File: config.mk
export PLATFORM = sky130hd
export DESIGN_NAME = pad_cfg_unit
export DESIGN_NICKNAME = d
export VERILOG_FILES = /design/src/rtl/pad_cfg_pkg.sv /design/src/rtl/pad_pull_bank.sv /design/src/rtl/pad_drive_bank.sv /design/src/rtl/pad_cfg_unit.sv
export SDC_FILE = /design/constraint.sdc
export NUM_CORES = 1
export LEC_CHECK = 0
export CORE_ASPECT_RATIO = 1.4
export CORE_UTILIZATION = 40
export DETAILED_ROUTE_END_ITERATION = 16
export DONT_BUFFER_PORTS = 1
export HOLD_SLACK_MARGIN = 0.03
export PLACE_DENSITY = 0.62
export SLEW_MARGIN = 20
export SYNTH_ARGS = -nofsm -noshare
export SYNTH_HDL_FRONTEND = slang
export SYNTH_HIERARCHICAL = 1
export SYNTH_SLANG_ARGS = --single-unit
File: constraint.sdc
create_clock -name clk -period 3.2 [get_ports clk]
set_input_delay 0.64 -clock clk [delete_from_list [all_inputs] [get_ports clk]]
set_output_delay 0.64 -clock clk [all_outputs]
set_load 0.02 [all_outputs]
File: src/rtl/pad_cfg_pkg.sv
package pad_cfg_pkg;
  localparam int DRV_BITS = 3;
  localparam int MA_W     = 5;

  typedef logic [DRV_BITS-1:0] drv_code_t;
  typedef logic [MA_W-1:0]     ma_t;

  typedef enum logic [1:0] {
    PM_OFF  = 2'd0,
    PM_UP   = 2'd1,
    PM_DOWN = 2'd2,
    PM_RSVD = 2'd3
  } pull_mode_e;

  // even value from 2 to 16
  function automatic logic ma_ok(input ma_t ma);
    return (ma[0] == 1'b0) && (ma >= 5'd2) && (ma <= 5'd16);
  endfunction

  function automatic drv_code_t ma_to_code(input ma_t ma);
    ma_t half;
    half = (ma >> 1) - 5'd1;
    return half[DRV_BITS-1:0];
  endfunction

  function automatic ma_t code_to_ma(input drv_code_t c);
    return {1'b0, c, 1'b0} + 5'd2;
  endfunction
endpackage

File: src/rtl/pad_pull_bank.sv
module pad_pull_bank
  import pad_cfg_pkg::*;
#(
  parameter int NPINS  = 32,
  parameter int PIN_W  = 5,
  parameter int ADDR_W = 8,
  parameter int DATA_W = 32,
  parameter int SPLIT  = 0,
  parameter int A_ADDR = 'h34,
  parameter int B_ADDR = 'h38
) (
  input  logic              clk,
  input  logic              rst,
  input  logic              we,
  input  logic [ADDR_W-1:0] addr,
  input  logic [DATA_W-1:0] wdata,
  input  logic              cmd_valid,
  input  logic [PIN_W-1:0]  cmd_pin,
  input  pull_mode_e        cmd_mode,
  output logic [NPINS-1:0]  ra,
  output logic [NPINS-1:0]  rb,
  output logic [NPINS-1:0]  pu_c,
  output logic [NPINS-1:0]  pd_c
);
  // ra: select (enable/select layout) or pull-up (split layout)
  // rb: enable (enable/select layout) or pull-down (split layout)
  logic [NPINS-1:0] ra_n, rb_n;

  always_comb begin
    ra_n = ra;
    rb_n = rb;
    if (we && addr == ADDR_W'(A_ADDR)) ra_n = wdata[NPINS-1:0];
    if (we && addr == ADDR_W'(B_ADDR)) rb_n = wdata[NPINS-1:0];
    if (cmd_valid && int'(cmd_pin) < NPINS) begin
      case (cmd_mode)
        PM_OFF: begin
          rb_n[cmd_pin] = 1'b0;
          if (SPLIT != 0) ra_n[cmd_pin] = 1'b0;
        end
        PM_UP: begin
          ra_n[cmd_pin] = 1'b1;
          rb_n[cmd_pin] = (SPLIT == 0);
        end
        PM_DOWN: begin
          ra_n[cmd_pin] = 1'b0;
          rb_n[cmd_pin] = 1'b1;
        end
        default: ;
      endcase
    end
  end

  always_ff @(posedge clk) begin
    if (rst) begin
      ra <= '0;
      rb <= '0;
    end else begin
      ra <= ra_n;
      rb <= rb_n;
    end
  end

  generate
    if (SPLIT != 0) begin : g_split
      assign pu_c = ra;
      assign pd_c = rb & ~ra;   // pull-up wins
    end else begin : g_ensel
      assign pu_c = rb & ra;
      assign pd_c = rb & ~ra;
    end
  endgenerate

  p_off_clears_r5: assert property (@(posedge clk) disable iff (rst)
    cmd_valid && cmd_mode == PM_OFF |=> !rb[$past(cmd_pin)]);

  p_up_sets_r5: assert property (@(posedge clk) disable iff (rst)
    cmd_valid && cmd_mode == PM_UP |=> ra[$past(cmd_pin)]);

  p_rsvd_ignored_r5: assert property (@(posedge clk) disable iff (rst)
    cmd_valid && cmd_mode == PM_RSVD && !we |=> $stable(ra) && $stable(rb));

  generate
    if (SPLIT != 0) begin : g_split_chk
      p_split_down_r4: assert property (@(posedge clk) disable iff (rst)
        cmd_valid && cmd_mode == PM_DOWN |=> !ra[$past(cmd_pin)] && rb[$past(cmd_pin)]);
    end
  endgenerate
endmodule

File: src/rtl/pad_drive_bank.sv
module pad_drive_bank
  import pad_cfg_pkg::*;
#(
  parameter int NPINS   = 32,
  parameter int PIN_W   = 5,
  parameter int ADDR_W  = 8,
  parameter int DATA_W  = 32,
  parameter int BASE    = 'h00,
  parameter int REVERSE = 0
) (
  input  logic                          clk,
  input  logic                          rst,
  input  logic                          we,
  input  logic [ADDR_W-1:0]             addr,
  input  logic [DATA_W-1:0]             wdata,
  input  logic                          str_valid,
  input  logic [PIN_W-1:0]              str_pin,
  input  ma_t                           str_ma,
  output logic [DRV_BITS-1:0][NPINS-1:0] slot_q,
  output logic [NPINS*DRV_BITS-1:0]     code_flat
);
  logic [DRV_BITS-1:0][NPINS-1:0] bit_q;
  logic      str_take;
  drv_code_t str_code;

  assign str_take = str_valid && ma_ok(str_ma) && (int'(str_pin) < NPINS);
  assign str_code = ma_to_code(str_ma);

  generate
    for (genvar k = 0; k < DRV_BITS; k++) begin : g_slot
      localparam int BI = (REVERSE != 0) ? (DRV_BITS - 1 - k) : k;
      localparam int SA = BASE + 4 * k;
      logic [NPINS-1:0] q, q_n;

      always_comb begin
        q_n = q;
        if (we && addr == ADDR_W'(SA)) q_n = wdata[NPINS-1:0];
        if (str_take) q_n[str_pin] = str_code[BI];
      end

      always_ff @(posedge clk) begin
        if (rst) q <= '0;
        else     q <= q_n;
      end

      assign slot_q[k] = q;
      assign bit_q[BI] = q;
    end

    for (genvar p = 0; p < NPINS; p++) begin : g_pin
      for (genvar b = 0; b < DRV_BITS; b++) begin : g_bit
        assign code_flat[p*DRV_BITS + b] = bit_q[b][p];
      end
    end
  endgenerate

  function automatic drv_code_t code_of(input logic [PIN_W-1:0] p);
    drv_code_t c;
    for (int b = 0; b < DRV_BITS; b++) c[b] = bit_q[b][p];
    return c;
  endfunction

  p_reject_holds_r8: assert property (@(posedge clk) disable iff (rst)
    str_valid && !ma_ok(str_ma) && !we |=> $stable(bit_q));

  p_legal_code_r7: assert property (@(posedge clk) disable iff (rst)
    str_valid && ma_ok(str_ma) |=> code_of($past(str_pin)) == ma_to_code($past(str_ma)));
endmodule

File: src/rtl/pad_cfg_unit.sv
module pad_cfg_unit
  import pad_cfg_pkg::*;
#(
  parameter int NPINS       = 32,
  parameter int ADDR_W      = 8,
  parameter int DATA_W      = 32,
  parameter int PULL_SPLIT  = 0,
  parameter int DRV_REVERSE = 0,
  parameter int DRV_BASE    = 'h00,
  parameter int SEL_ADDR    = 'h34,
  parameter int EN_ADDR     = 'h38,
  parameter int DN_ADDR     = 'h10,
  parameter int UP_ADDR     = 'h14,
  parameter int PSTAT_ADDR  = 'h3C,
  localparam int PIN_W      = (NPINS > 1) ? $clog2(NPINS) : 1
) (
  input  logic                      clk,
  input  logic                      rst,
  input  logic                      bus_we,
  input  logic                      bus_re,
  input  logic [ADDR_W-1:0]         bus_addr,
  input  logic [DATA_W-1:0]         bus_wdata,
  output logic [DATA_W-1:0]         bus_rdata,
  input  logic                      pull_cmd_valid,
  input  logic [PIN_W-1:0]          pull_cmd_pin,
  input  logic [1:0]                pull_cmd_mode,
  input  logic                      str_cmd_valid,
  input  logic [PIN_W-1:0]          str_cmd_pin,
  input  logic [MA_W-1:0]           str_cmd_ma,
  output logic                      str_cmd_reject,
  input  logic [PIN_W-1:0]          str_q_pin,
  output logic [MA_W-1:0]           str_q_ma,
  output logic [NPINS-1:0]          pad_pu,
  output logic [NPINS-1:0]          pad_pd,
  output logic [NPINS*DRV_BITS-1:0] pad_drv
);
  localparam int REGA_ADDR = (PULL_SPLIT != 0) ? UP_ADDR : SEL_ADDR;
  localparam int REGB_ADDR = (PULL_SPLIT != 0) ? DN_ADDR : EN_ADDR;

  logic [NPINS-1:0] ra, rb, pu_c, pd_c;
  logic [DRV_BITS-1:0][NPINS-1:0] slot_q;
  logic [NPINS*DRV_BITS-1:0] code_flat;
  logic [DATA_W-1:0] rd_n;
  drv_code_t q_code;

  pad_pull_bank #(
    .NPINS(NPINS), .PIN_W(PIN_W), .ADDR_W(ADDR_W), .DATA_W(DATA_W),
    .SPLIT(PULL_SPLIT), .A_ADDR(REGA_ADDR), .B_ADDR(REGB_ADDR)
  ) u_pull (
    .clk(clk), .rst(rst), .we(bus_we), .addr(bus_addr), .wdata(bus_wdata),
    .cmd_valid(pull_cmd_valid), .cmd_pin(pull_cmd_pin),
    .cmd_mode(pull_mode_e'(pull_cmd_mode)),
    .ra(ra), .rb(rb), .pu_c(pu_c), .pd_c(pd_c)
  );

  pad_drive_bank #(
    .NPINS(NPINS), .PIN_W(PIN_W), .ADDR_W(ADDR_W), .DATA_W(DATA_W),
    .BASE(DRV_BASE), .REVERSE(DRV_REVERSE)
  ) u_drive (
    .clk(clk), .rst(rst), .we(bus_we), .addr(bus_addr), .wdata(bus_wdata),
    .str_valid(str_cmd_valid), .str_pin(str_cmd_pin), .str_ma(str_cmd_ma),
    .slot_q(slot_q), .code_flat(code_flat)
  );

  always_comb begin
    rd_n = '0;
    if (bus_addr == ADDR_W'(REGA_ADDR))  rd_n = DATA_W'(ra);
    if (bus_addr == ADDR_W'(REGB_ADDR))  rd_n = DATA_W'(rb);
    if (bus_addr == ADDR_W'(PSTAT_ADDR)) rd_n = DATA_W'(~(pu_c | pd_c));
    for (int k = 0; k < DRV_BITS; k++)
      if (bus_addr == ADDR_W'(DRV_BASE + 4 * k)) rd_n = DATA_W'(slot_q[k]);
  end

  assign q_code = code_flat[int'(str_q_pin)*DRV_BITS +: DRV_BITS];

  always_ff @(posedge clk) begin
    if (rst) begin
      bus_rdata      <= '0;
      str_cmd_reject <= 1'b0;
      str_q_ma       <= code_to_ma('0);
      pad_pu         <= '0;
      pad_pd         <= '0;
      pad_drv        <= '0;
    end else begin
      if (bus_re) bus_rdata <= rd_n;
      str_cmd_reject <= str_cmd_valid && !ma_ok(str_cmd_ma);
      str_q_ma       <= code_to_ma(q_code);
      pad_pu         <= pu_c;
      pad_pd         <= pd_c;
      pad_drv        <= code_flat;
    end
  end

  p_pull_exclusive_r2: assert property (@(posedge clk) disable iff (rst)
    (pad_pu & pad_pd) == '0);

  p_query_legal_r9: assert property (@(posedge clk) disable iff (rst)
    str_q_ma[0] == 1'b0 && str_q_ma >= 5'd2 && str_q_ma <= 5'd16);

  p_reject_pulse_r8: assert property (@(posedge clk) disable iff (rst)
    str_cmd_valid && !ma_ok(str_cmd_ma) |=> str_cmd_reject);

  p_no_reject_legal_r7: assert property (@(posedge clk) disable iff (rst)
    str_cmd_valid && ma_ok(str_cmd_ma) |=> !str_cmd_reject);
endmodule

After elaboration in Yosys (flattened, before gate mapping)
Index checks and enable logic that the tools add are counted.
Cells by class
  shift operators: 1
  multiplexer cells: 25
  bitwise gates (word level): 11
  reduce and logical (&&, ||, !) cells: 15
  $mul: 1
  equality and inequality tests: 7
  $lt $le $gt $ge: 6
  add/subtract/negate cells: 2
Operators with widths (count)
  $mux W32: 16
  $and A32 B32 Y32: 4
  $pmux W32 S2: 2
  $bwmux W32: 3
  $not A32 Y32: 3
  $or A32 B32 Y32: 3
  $shiftx A96 B8 Y3: 1
  $eq A8 B6 Y1 const B: 3
  $lt A5 B6 Y1 const B: 2
  $logic_and A1 B1 Y1: 11
  $demux W1 S5: 2
  $ge A5 B1 Y1 const B: 2
  $eq A8 B3 Y1 const B: 1
  $eq A8 B4 Y1 const B: 1
  $logic_not A8 Y1: 1
  $mul A5 B2 Y7 const B: 1
  $add A4 B2 Y5 const B: 1
  $ge A5 B2 Y1 const B: 1
  $le A5 B5 Y1 const B: 1
  $sub A3 B1 Y3 const B: 1
  $eq A2 B1 Y1 const B: 1
  $eq A2 B2 Y1 const B: 1
  $logic_not A2 Y1: 1
  $mux W1: 2
  3 further kinds: 3
Word-level totals
  logic and storage cells: 79
  input port bits: 68
  register bits after elaboration: 358

Logic depth before layout (Yosys ltp)
Gate-level depths: netlist of the first run.
  word-level depth: 8
  gate-level depth with buffers: 11

Hierarchy
The synthesis of the first run kept the hierarchy.
By module, submodules not included
  pad_cfg_unit: instances 1, cells each 855, seq. area each 3943.8 um^2, area each 8448.1 um^2
  pad_drive_bank: instances 1, cells each 603, seq. area each 1921.8 um^2, area each 5711.7 um^2
  pad_pull_bank: instances 1, cells each 532, seq. area each 1281.2 um^2, area each 3837.4 um^2

Worst setup path before layout of the first run
Ideal clock, no wire load.
  path kind: input to register
  start point: in str_q_pin[0]
  end point: reg str_q_ma[3]
  arrival: 2.412 ns
  cell stages on the path: 11
  slack: 0.665 ns
  setup time: 0.123 ns
  buffers on the path: 4
  cells stage by stage: buf_4 buf_6 buf_6 buf_6 mux2i_1 a22oi_1 a31oi_1 nand3_1 ha_1 nor2b_1 mux2_1
On the way
  cells in the longest elaborated chain, start to end: 3
Ends and longest elaborated chain
  from (decl): RTL line pad_cfg_unit.sv:31  | input logic [PIN_W-1:0] str_q_pin,
  $mul A5 B2 Y7: RTL line pad_cfg_unit.sv:74  | assign q_code = code_flat[int'(str_q_pin)*DRV_BITS +: DRV_BITS];
  $shiftx A96 B8 Y3: RTL line pad_cfg_unit.sv:74
  $add A4 B2 Y5: RTL line pad_cfg_pkg.sv:27  | return {1'b0, c, 1'b0} + 5'd2;
  to (signal assigned): RTL line pad_cfg_unit.sv:80  | str_q_ma <= code_to_ma('0);
  to (signal assigned): RTL line pad_cfg_unit.sv:87  | str_q_ma <= code_to_ma(q_code);
  to (decl): RTL line pad_cfg_unit.sv:32  | output logic [MA_W-1:0] str_q_ma,
No other way between the ends.
A chain may end at the register's enable or synchronous reset.

Worst setup path in the final report of the first run
  start point: reg u_drive.g_slot[1].q[31]
  end point: reg str_q_ma[2]
On the way
  cells in the longest elaborated chain, start to end: 2
Ends and longest elaborated chain
  from (decl): RTL line pad_drive_bank.sv:33  | logic [NPINS-1:0] q, q_n;
  from (signal assigned): RTL line pad_drive_bank.sv:43  | else q <= q_n;
  $shiftx A96 B8 Y3: RTL line pad_cfg_unit.sv:74
  $add A4 B2 Y5: RTL line pad_cfg_pkg.sv:27
No other way between the ends.

==> impl_metrics.xml, run 1 <==
<?xml version="1.0" encoding="UTF-8"?>
<metrics>
  <group name="outcome">
    <metric name="run_status" unit="">complete, no violations</metric>
  </group>
  <group name="synthesis">
    <metric name="syn_inst" unit="">1990</metric>
    <metric name="synth_async_sr_flop_share" unit="%">0</metric>
    <metric name="synth_cell_type_count" unit="">73</metric>
    <metric name="post_synth_design_cell_area" unit="mm²">0.0180</metric>
    <metric name="synth_warnings" unit="">6</metric>
    <metric name="most_instantiated_flip_flop_cell_in_the_synthesis_netlist" unit="">sky130_fd_sc_hd__dfxtp_1</metric>
    <metric name="synth_seq_cells" unit="">357</metric>
    <metric name="synth.top_cell.area_share" unit="%">39.7</metric>
    <metric name="synth_top_cell_by_area" unit="">sky130_fd_sc_hd__dfxtp_1</metric>
    <metric name="synth.yosys.seq_area_share" unit="%">39.7</metric>
    <metric name="ys_top_cells_by_area" unit="">sky130_fd_sc_hd__dfxtp_1 (40%), sky130_fd_sc_hd__nor2b_1 (7.1%), sky130_fd_sc_hd__nand2_1 (6.0%)</metric>
    <metric name="avgSynthCellArea" unit="µm²">9.04</metric>
    <metric name="postSynthNetCount" unit="">2066</metric>
    <metric name="number_of_enable_type_register_cells_in_the_synthesized_netlist" unit="">0</metric>
  </group>
  <group name="sta">
    <metric name="max_clock_freq" unit="MHz">457</metric>
    <metric name="tightest_slew_margin_relative_to_the_limit" unit="%">28.2</metric>
    <metric name="final-setup-viol-count" unit="">0</metric>
    <metric name="hold_slack" unit="ps">166</metric>
    <metric name="finalHoldViolations" unit="">0</metric>
    <metric name="unrepaired_setup_endpoints_after_global_routing" unit="">false</metric>
    <metric name="final_min_period_over_clock_period" unit="%">68.4</metric>
    <metric name="setup_tns" unit="ps">0</metric>
    <metric name="final_period_minus_worst_setup_slack" unit="ps">2190</metric>
    <metric name="final_max_slew_viol_count" unit="">0</metric>
    <metric name="tightestPinTransition" unit="ps">1070</metric>
    <metric name="worst_clock_skew" unit="ps">21.5</metric>
  </group>
  <group name="clock_tree">
    <metric name="path_clk_slew" unit="ps">60</metric>
    <metric name="h_tree_levels" unit="">2</metric>
    <metric name="cts_setup_buffers" unit="">0</metric>
    <metric name="cts_tree" unit="">built</metric>
    <metric name="cts.sinks" unit="">357</metric>
    <metric name="clock-root-buffer" unit="">sky130_fd_sc_hd__clkbuf_16</metric>
    <metric name="cts_repair_resize_count" unit="">0</metric>
    <metric name="cts_made_buffers" unit="">37</metric>
    <metric name="clk_path_buf_depth" unit="">3</metric>
    <metric name="clkLatencyLatePin" unit="ps">550</metric>
    <metric name="postCtsHoldBufs" unit="">0</metric>
  </group>
  <group name="finish">
    <metric name="layout-drive-gt1-share" unit="%">12.2</metric>
    <metric name="final_core_utilization" unit="%">42.7</metric>
    <metric name="area_delta_synth_final" unit="%">4.90</metric>
    <metric name="antennaDiodeCount" unit="">0</metric>
    <metric name="final-instance-count-excl-fill" unit="">2404</metric>
    <metric name="num-fill-cells" unit="">4302</metric>
    <metric name="finalNetCount" unit="">1895</metric>
  </group>
  <group name="drt">
    <metric name="vias" unit="">15400</metric>
    <metric name="drt_drc_violations_left" unit="">0</metric>
    <metric name="antenna_left" unit="">0</metric>
    <metric name="post_drt_wl_per_cell" unit="µm">27.1</metric>
    <metric name="detail_route.iter0.violations" unit="">2140</metric>
    <metric name="route.final.wire_length" unit="µm">65100</metric>
    <metric name="routed_via_density" unit="">6.40</metric>
    <metric name="drt_first_pass_iters" unit="">10</metric>
  </group>
  <group name="global_routing">
    <metric name="antenna_found_initial" unit="">0</metric>
    <metric name="grt_start_max_net_pins" unit="">276</metric>
    <metric name="globalRouteTotalUtil" unit="%">27.4</metric>
    <metric name="via_count_of_the_first_global_routing_pass" unit="">14400</metric>
    <metric name="globalRouteOverflowTotal" unit="">0</metric>
    <metric name="grt_first_pass_wirelength" unit="µm">95000</metric>
  </group>
  <group name="power">
    <metric name="maximum_resistive_drop_on_vdd" unit="mV">0.410</metric>
    <metric name="power.density" unit="mW/mm²">505</metric>
    <metric name="fin_total_pwr" unit="µW">9530</metric>
    <metric name="static-leakage-power" unit="µW">0.00627</metric>
  </group>
  <group name="placed_design">
    <metric name="placedCellCount" unit="">2338</metric>
    <metric name="io_buffer_count" unit="">0</metric>
    <metric name="hpwl" unit="µm">45400</metric>
    <metric name="routabilityCongestion" unit="">0.980</metric>
  </group>
  <group name="floorplanning">
    <metric name="die_w" unit="µm">181</metric>
    <metric name="core.rowCount" unit="">91</metric>
    <metric name="fp.dieArea" unit="mm²">0.0459</metric>
    <metric name="initial_utilization" unit="%">40.7</metric>
    <metric name="io-pin-count" unit="">266</metric>
    <metric name="chip_height" unit="µm">253</metric>
    <metric name="core_area" unit="mm²">0.0442</metric>
  </group>
  <group name="flow_run">
    <metric name="max_cap_violations" unit="">0</metric>
  </group>
  <group name="worst_setup_path">
    <metric name="worst-setup-path-type" unit="">reg2reg</metric>
    <metric name="crit_fanout" unit="">4</metric>
    <metric name="critical_path_arrival" unit="ps">2600</metric>
    <metric name="worst_setup_path_start_kind" unit="">register</metric>
    <metric name="endpoint_kind" unit="">register</metric>
    <metric name="timing.critical_path.required" unit="ps">3610</metric>
  </group>
  <group name="worst_hold_path">
    <metric name="hp-class" unit="">in2reg</metric>
  </group>
</metrics>
sequential cells by signal, summed over array words and instances (netlist names):
register / flops
pad_pd: 32
u_pull/ra: 32
pad_pu: 32
u_pull/rb: 32
u_drive/g_slot.q: 96
str_q_ma: 4
bus_rdata: 32
pad_drv: 96
str_cmd_reject: 1
logic make-up (layout without fill, tap and decap cells):
kind of cell | after synthesis | after routing | share of synthesized area [%]
multiplexers | 72 | 72 | 5.19
XOR/XNOR | 2 | 2 | 0.0973
AO/OA/AOI/OAI | 560 | 560 | 24.7
adder cells (fa/ha/maj) | 8 | 8 | 0.556
AND/OR/NAND/NOR | 689 | 689 | 20.3
buffers and inverters | 301 | 157 | 9.44
other | 1 | 1 | 0.0208
flip-flops | 357 | 357 | 39.7
critical path, stage by stage (launching register included):
cell and delay, ps:
sky130_fd_sc_hd__dfxtp_1 520, sky130_fd_sc_hd__mux4_2 350, sky130_fd_sc_hd__nand2_1 60, sky130_fd_sc_hd__and3_1 130
sky130_fd_sc_hd__a31o_2 220, sky130_fd_sc_hd__nor3_1 240, sky130_fd_sc_hd__ha_1 180, sky130_fd_sc_hd__nor2b_1 350
cell usage in the layout (no fill, tap or decap), types with 39 or more instances in the layout:
cell type                   Yosys  final
sky130_fd_sc_hd__a221oi_1      66     66
sky130_fd_sc_hd__dfxtp_1      357    357
sky130_fd_sc_hd__nor2_1        46     46
sky130_fd_sc_hd__nand2_1      289    289
sky130_fd_sc_hd__clkbuf_16      0     39
sky130_fd_sc_hd__a31oi_1       56     56
sky130_fd_sc_hd__inv_1         43     43
sky130_fd_sc_hd__nor2b_1      203    203
sky130_fd_sc_hd__o21ai_0       66     66
sky130_fd_sc_hd__buf_4         99     45
sky130_fd_sc_hd__a22oi_1       79     79
sky130_fd_sc_hd__a21oi_1      102    102
per-layer routing:
metal  share of wire, %  GRT usage, %  vias to the layer above
met5                  0             0                        -
met3                 11          7.22                      191
met4                5.0          12.6                        0
met1                 38          33.7                     7417
li1                   -             -                     6763
met2                 46          44.5                     1019
metrics by stage:
step                setup slack, ps  instance area [µm²]
global route                    961                18900
global placement                596                17600
finish                         1010                18900
CTS                            1030                18900
detailed placement              619                17600
floorplan                       665                18000
final cells by class:
cell class | instances | area [µm²] | area share, %
multi-input cells | 1332 | 9200 | 48.7
flip-flops and latches | 357 | 7150 | 37.9
clock buffers | 54 | 1130 | 6.00
well taps | 558 | 698 | 3.70
repair buffers | 48 | 398 | 2.11
inverters | 43 | 161 | 0.855
clock inverters | 12 | 148 | 0.782
synth_stat cells (32+ instances only):
master                      count
sky130_fd_sc_hd__a21oi_1      102
sky130_fd_sc_hd__a221oi_1      66
sky130_fd_sc_hd__a22oi_1       79
sky130_fd_sc_hd__a31oi_1       56
sky130_fd_sc_hd__a32oi_1       37
sky130_fd_sc_hd__and2_1        35
sky130_fd_sc_hd__buf_4         99
sky130_fd_sc_hd__clkbuf_1     102
sky130_fd_sc_hd__dfxtp_1      357
sky130_fd_sc_hd__inv_1         43
sky130_fd_sc_hd__nand2_1      289
sky130_fd_sc_hd__nor2_1        46
sky130_fd_sc_hd__nor2b_1      203
sky130_fd_sc_hd__o2111ai_1     32
sky130_fd_sc_hd__o21ai_0       66
power by group:
group          switching [µW]  internal, µW  total (µW)
sequential               47.0          4470        4520
clock                    1870          2700        4580
combinational             293           141         434
total                    2210          7320        9530
path summary, 6_finish.rpt:
kind,start,to,slack [ps],cells after the start
setup / recovery,u_drive/g_slot[1].q[31]$_SDFF_PP0_,str_q_ma[2]$_SDFF_PP0_,1010,7
setup reg to reg,u_drive/g_slot[1].q[31]$_SDFF_PP0_,str_q_ma[2]$_SDFF_PP0_,1010,7
hold / removal,rst,pad_pu[15]$_SDFF_PP0_,170,1
hold reg to reg,u_pull/rb[4]$_SDFF_PP0_,u_pull/rb[4]$_SDFF_PP0_,480,2
Note: power is estimated with default switching activity, not from simulation.
==> run 2: changes to the inputs <==
ABC_AREA = 1   (was unset)
PLACE_DENSITY = 0.64   (was 0.62)
clock period = 1.8 ns   (was 3.2 ns; I/O delays follow)
==> impl_metrics.xml, run 2 <==
<?xml version="1.0" encoding="UTF-8"?>
<metrics>
  <group name="global_routing">
    <metric name="globalRouteOverflowTotal" unit="">0</metric>
    <metric name="globalRouteTotalUtil" unit="%">30.5</metric>
    <metric name="grt_util_met3" unit="%">6.58</metric>
    <metric name="grt_use_met1" unit="%">36.7</metric>
    <metric name="grt_start_max_net_pins" unit="">128</metric>
    <metric name="grt_first_pass_wirelength" unit="µm">115000</metric>
    <metric name="antenna_found_initial" unit="">0</metric>
    <metric name="grt.busiest_layer" unit="">met2</metric>
    <metric name="met2_usage_in_global_routing" unit="%">49.6</metric>
    <metric name="via_count_of_the_first_global_routing_pass" unit="">19100</metric>
  </group>
  <group name="sta">
    <metric name="final_period_minus_worst_setup_slack" unit="ps">1760</metric>
    <metric name="hold_slack" unit="ps">33.3</metric>
    <metric name="max_clock_freq" unit="MHz">567</metric>
    <metric name="tightest_slew_margin_relative_to_the_limit" unit="%">39.1</metric>
    <metric name="worst_clock_skew" unit="ps">16.0</metric>
    <metric name="tightestPinTransition" unit="ps">910</metric>
    <metric name="final_min_period_over_clock_period" unit="%">98.0</metric>
    <metric name="final_max_slew_viol_count" unit="">0</metric>
    <metric name="final-setup-viol-count" unit="">0</metric>
    <metric name="finalHoldViolations" unit="">0</metric>
  </group>
  <group name="synthesis">
    <metric name="synth_seq_cells" unit="">357</metric>
    <metric name="synth_warnings" unit="">6</metric>
    <metric name="synth.top_cell.area_share" unit="%">36.9</metric>
    <metric name="most_instantiated_flip_flop_cell_in_the_synthesis_netlist" unit="">sky130_fd_sc_hd__dfxtp_1</metric>
    <metric name="number_of_enable_type_register_cells_in_the_synthesized_netlist" unit="">0</metric>
    <metric name="ys_top_cells_by_area" unit="">sky130_fd_sc_hd__dfxtp_1 (37%), sky130_fd_sc_hd__nand2_1 (16%), sky130_fd_sc_hd__nor2_1 (11%)</metric>
    <metric name="postSynthNetCount" unit="">3232</metric>
    <metric name="synth_cell_type_count" unit="">28</metric>
    <metric name="synth_top_cell_by_area" unit="">sky130_fd_sc_hd__dfxtp_1</metric>
    <metric name="synth.yosys.seq_area_share" unit="%">36.9</metric>
    <metric name="synth_async_sr_flop_share" unit="%">0</metric>
    <metric name="post_synth_design_cell_area" unit="mm²">0.0194</metric>
    <metric name="yosysMostFrequentCell" unit="">sky130_fd_sc_hd__nand2_1</metric>
    <metric name="syn_inst" unit="">3156</metric>
    <metric name="avgSynthCellArea" unit="µm²">6.13</metric>
    <metric name="synth_top_cells_by_count" unit="">sky130_fd_sc_hd__nand2_1 (842), sky130_fd_sc_hd__nor2_1 (592), sky130_fd_sc_hd__dfxtp_1 (357)</metric>
  </group>
  <group name="drt">
    <metric name="antenna_left" unit="">0</metric>
    <metric name="route.final.wire_length" unit="µm">77700</metric>
    <metric name="drt_first_pass_iters" unit="">5</metric>
    <metric name="vias" unit="">20600</metric>
    <metric name="routed_via_density" unit="">5.32</metric>
    <metric name="post_drt_wl_per_cell" unit="µm">20.0</metric>
    <metric name="drt_drc_violations_left" unit="">0</metric>
    <metric name="detail_route.iter0.violations" unit="">2285</metric>
  </group>
  <group name="finish">
    <metric name="top_registers" unit="">pad_drv x96, u_drive/g_slot.q x96</metric>
    <metric name="final_core_utilization" unit="%">48.3</metric>
    <metric name="num-fill-cells" unit="">4819</metric>
    <metric name="area_delta_synth_final" unit="%">19.5</metric>
    <metric name="final_cell_area" unit="mm²">0.0231</metric>
    <metric name="antennaDiodeCount" unit="">0</metric>
    <metric name="register_area" unit="mm²">0.00716</metric>
    <metric name="mostFrequentLayoutCells" unit="">sky130_fd_sc_hd__nand2_1 (841), sky130_fd_sc_hd__nor2_1 (560), sky130_fd_sc_hd__inv_1 (351), sky130_fd_sc_hd__nand3_1 (350), sky130_fd_sc_hd__dfxtp_1 (348)</metric>
    <metric name="multiInputGateArea" unit="mm²">0.00941</metric>
    <metric name="finalNetCount" unit="">3294</metric>
    <metric name="final_common_cell" unit="">sky130_fd_sc_hd__nand2_1</metric>
    <metric name="layout-drive-gt1-share" unit="%">9.88</metric>
  </group>
  <group name="clock_tree">
    <metric name="clk_path_buf_depth" unit="">3</metric>
    <metric name="clock-root-buffer" unit="">sky130_fd_sc_hd__clkbuf_16</metric>
    <metric name="cts.sinks" unit="">357</metric>
    <metric name="cts_tree" unit="">built</metric>
    <metric name="clkLatencyLatePin" unit="ps">550</metric>
    <metric name="cts_made_buffers" unit="">38</metric>
    <metric name="path_clk_slew" unit="ps">70</metric>
    <metric name="h_tree_levels" unit="">2</metric>
  </group>
  <group name="worst_setup_path">
    <metric name="crit_path_cell_trace" unit="">inv_1, nor2_2, nor3_1, nor2_1, nand3_1, nand2_1, a21oi_2, dlygate4sd3_1</metric>
    <metric name="endpoint_kind" unit="">register</metric>
    <metric name="worst-setup-path-type" unit="">reg2reg</metric>
    <metric name="timing.critical_path.slowest_cell_delay" unit="ps">580</metric>
    <metric name="critPathSlowestCell" unit="">sky130_fd_sc_hd__dlygate4sd3_1</metric>
    <metric name="worst_setup_path_start_kind" unit="">register</metric>
    <metric name="crit_fanout" unit="">3</metric>
    <metric name="critical_path_arrival" unit="ps">2190</metric>
    <metric name="reg2regPathDepth" unit="">8</metric>
    <metric name="timing.critical_path.required" unit="ps">2230</metric>
  </group>
  <group name="power">
    <metric name="power.density" unit="mW/mm²">780</metric>
    <metric name="maximum_resistive_drop_on_vdd" unit="mV">0.607</metric>
    <metric name="fin_total_pwr" unit="µW">18100</metric>
    <metric name="static-leakage-power" unit="µW">0.0108</metric>
  </group>
  <group name="floorplanning">
    <metric name="core_area" unit="mm²">0.0479</metric>
    <metric name="die_w" unit="µm">188</metric>
    <metric name="chip_height" unit="µm">262</metric>
    <metric name="core.rowCount" unit="">95</metric>
    <metric name="fp.dieArea" unit="mm²">0.0493</metric>
    <metric name="initial_utilization" unit="%">40.4</metric>
    <metric name="io-pin-count" unit="">266</metric>
  </group>
  <group name="placed_design">
    <metric name="io_buffer_count" unit="">0</metric>
    <metric name="routabilityCongestion" unit="">0.953</metric>
    <metric name="placement.cell_area" unit="mm²">0.0202</metric>
    <metric name="hpwl" unit="µm">51700</metric>
  </group>
  <group name="outcome">
    <metric name="run_status" unit="">complete, no violations</metric>
  </group>
  <group name="worst_hold_path">
    <metric name="timing.hold.worst_path_depth" unit="">4</metric>
    <metric name="hp-class" unit="">in2reg</metric>
  </group>
  <group name="flow_run">
    <metric name="max_cap_violations" unit="">0</metric>
  </group>
</metrics>
==> run 2: changes by cell type after synthesis, sizes merged, moves of 37 or more <==
cell	change
inv	+322
a31oi	-56
nand2	+554
a221oi	-67
nand3	+342
a22oi	-99
nor2b	-203
nor2	+554
nand4	+96
buf	+38
a32oi	-37
==> run 2: critical path, delay by kind of cell (launching register included) <==
kind	cells	cell delay, ps
DFF	1	340
and+or+nand+nor	5	610
buffers and inverters	2	640
AOI/OAI and AO/OA	1	60
==> run 2: timing repair <==
action                     in CTS  in global routing
setup buffers                   0                  3
gates resized for setup         0                 33
hold buffers                  145                  0
hold endpoints to repair      227                  0
setup endpoints to repair       0                 17
==> run 2: logic make-up after synthesis <==
| family | share of synthesized area [%] |
|---|---|
| DFF | 36.9 |
| AOI/OAI and AO/OA | 5.33 |
| buffers and inverters | 15.3 |
| and+or+nand+nor | 42.0 |
| adders and majority gates | 0.517 |
| other | 0.0194 |
==> run 2: layout make-up <==
cell class                      instances  area share [%]
Multi-Input combinational cell       2146            40.7
Clock inverter                         22            1.17
Sequential cell                       357            30.9
Timing Repair Buffer                  309            13.2
Inverter                              366            5.95
Clock buffer                           48            4.63
Tap cell                              630            3.41
==> run 2: metal layers <==
metal  share of wire (%)  wire length (µm)  vias to the layer above
met2                  46             35800                     1136
met4                 6.4              4950                        0
met3                  10              8100                      253
li1                    -                 -                     9826
met5                   0                 0                        -
met1                  37             28900                     9415
==> run 2: final timing paths <==
| path | startpoint | end | slack [ps] |
|---|---|---|---|
| min reg2reg | u_drive/g_slot[2].q[21]$_SDFF_PP0_ | pad_drv[65]$_SDFF_PP0_ | 510 |
| min | bus_wdata[7] | u_pull/rb[7]$_SDFF_PP0_ | 30 |
| max reg2reg | u_pull/rb[7]$_SDFF_PP0_ | bus_rdata[7]$_SDFFE_PP0P_ | 40 |
| max | u_pull/rb[7]$_SDFF_PP0_ | bus_rdata[7]$_SDFFE_PP0P_ | 40 |
==> run 2: per-stage QoR <==
stage,std cells,setup slack (ps),setup TNS [ps]
2_1_floorplan,3156,0.767,0
3_3_place_gp,3660,86.8,0
3_5_place_dp,3660,52.0,0
4_1_cts,3875,37.4,0
5_1_grt,3878,-24.8,-24.8
6_report,3878,36.8,0
==> run 2: report_power, final <==
| part | internal, µW | leakage [µW] | switching (µW) |
|---|---|---|---|
| clock network | 5000 | 0.000639 | 3630 |
| logic | 432 | 0.00732 | 990 |
| registers | 7940 | 0.00288 | 62.6 |
| total | 13400 | 0.0108 | 4680 |
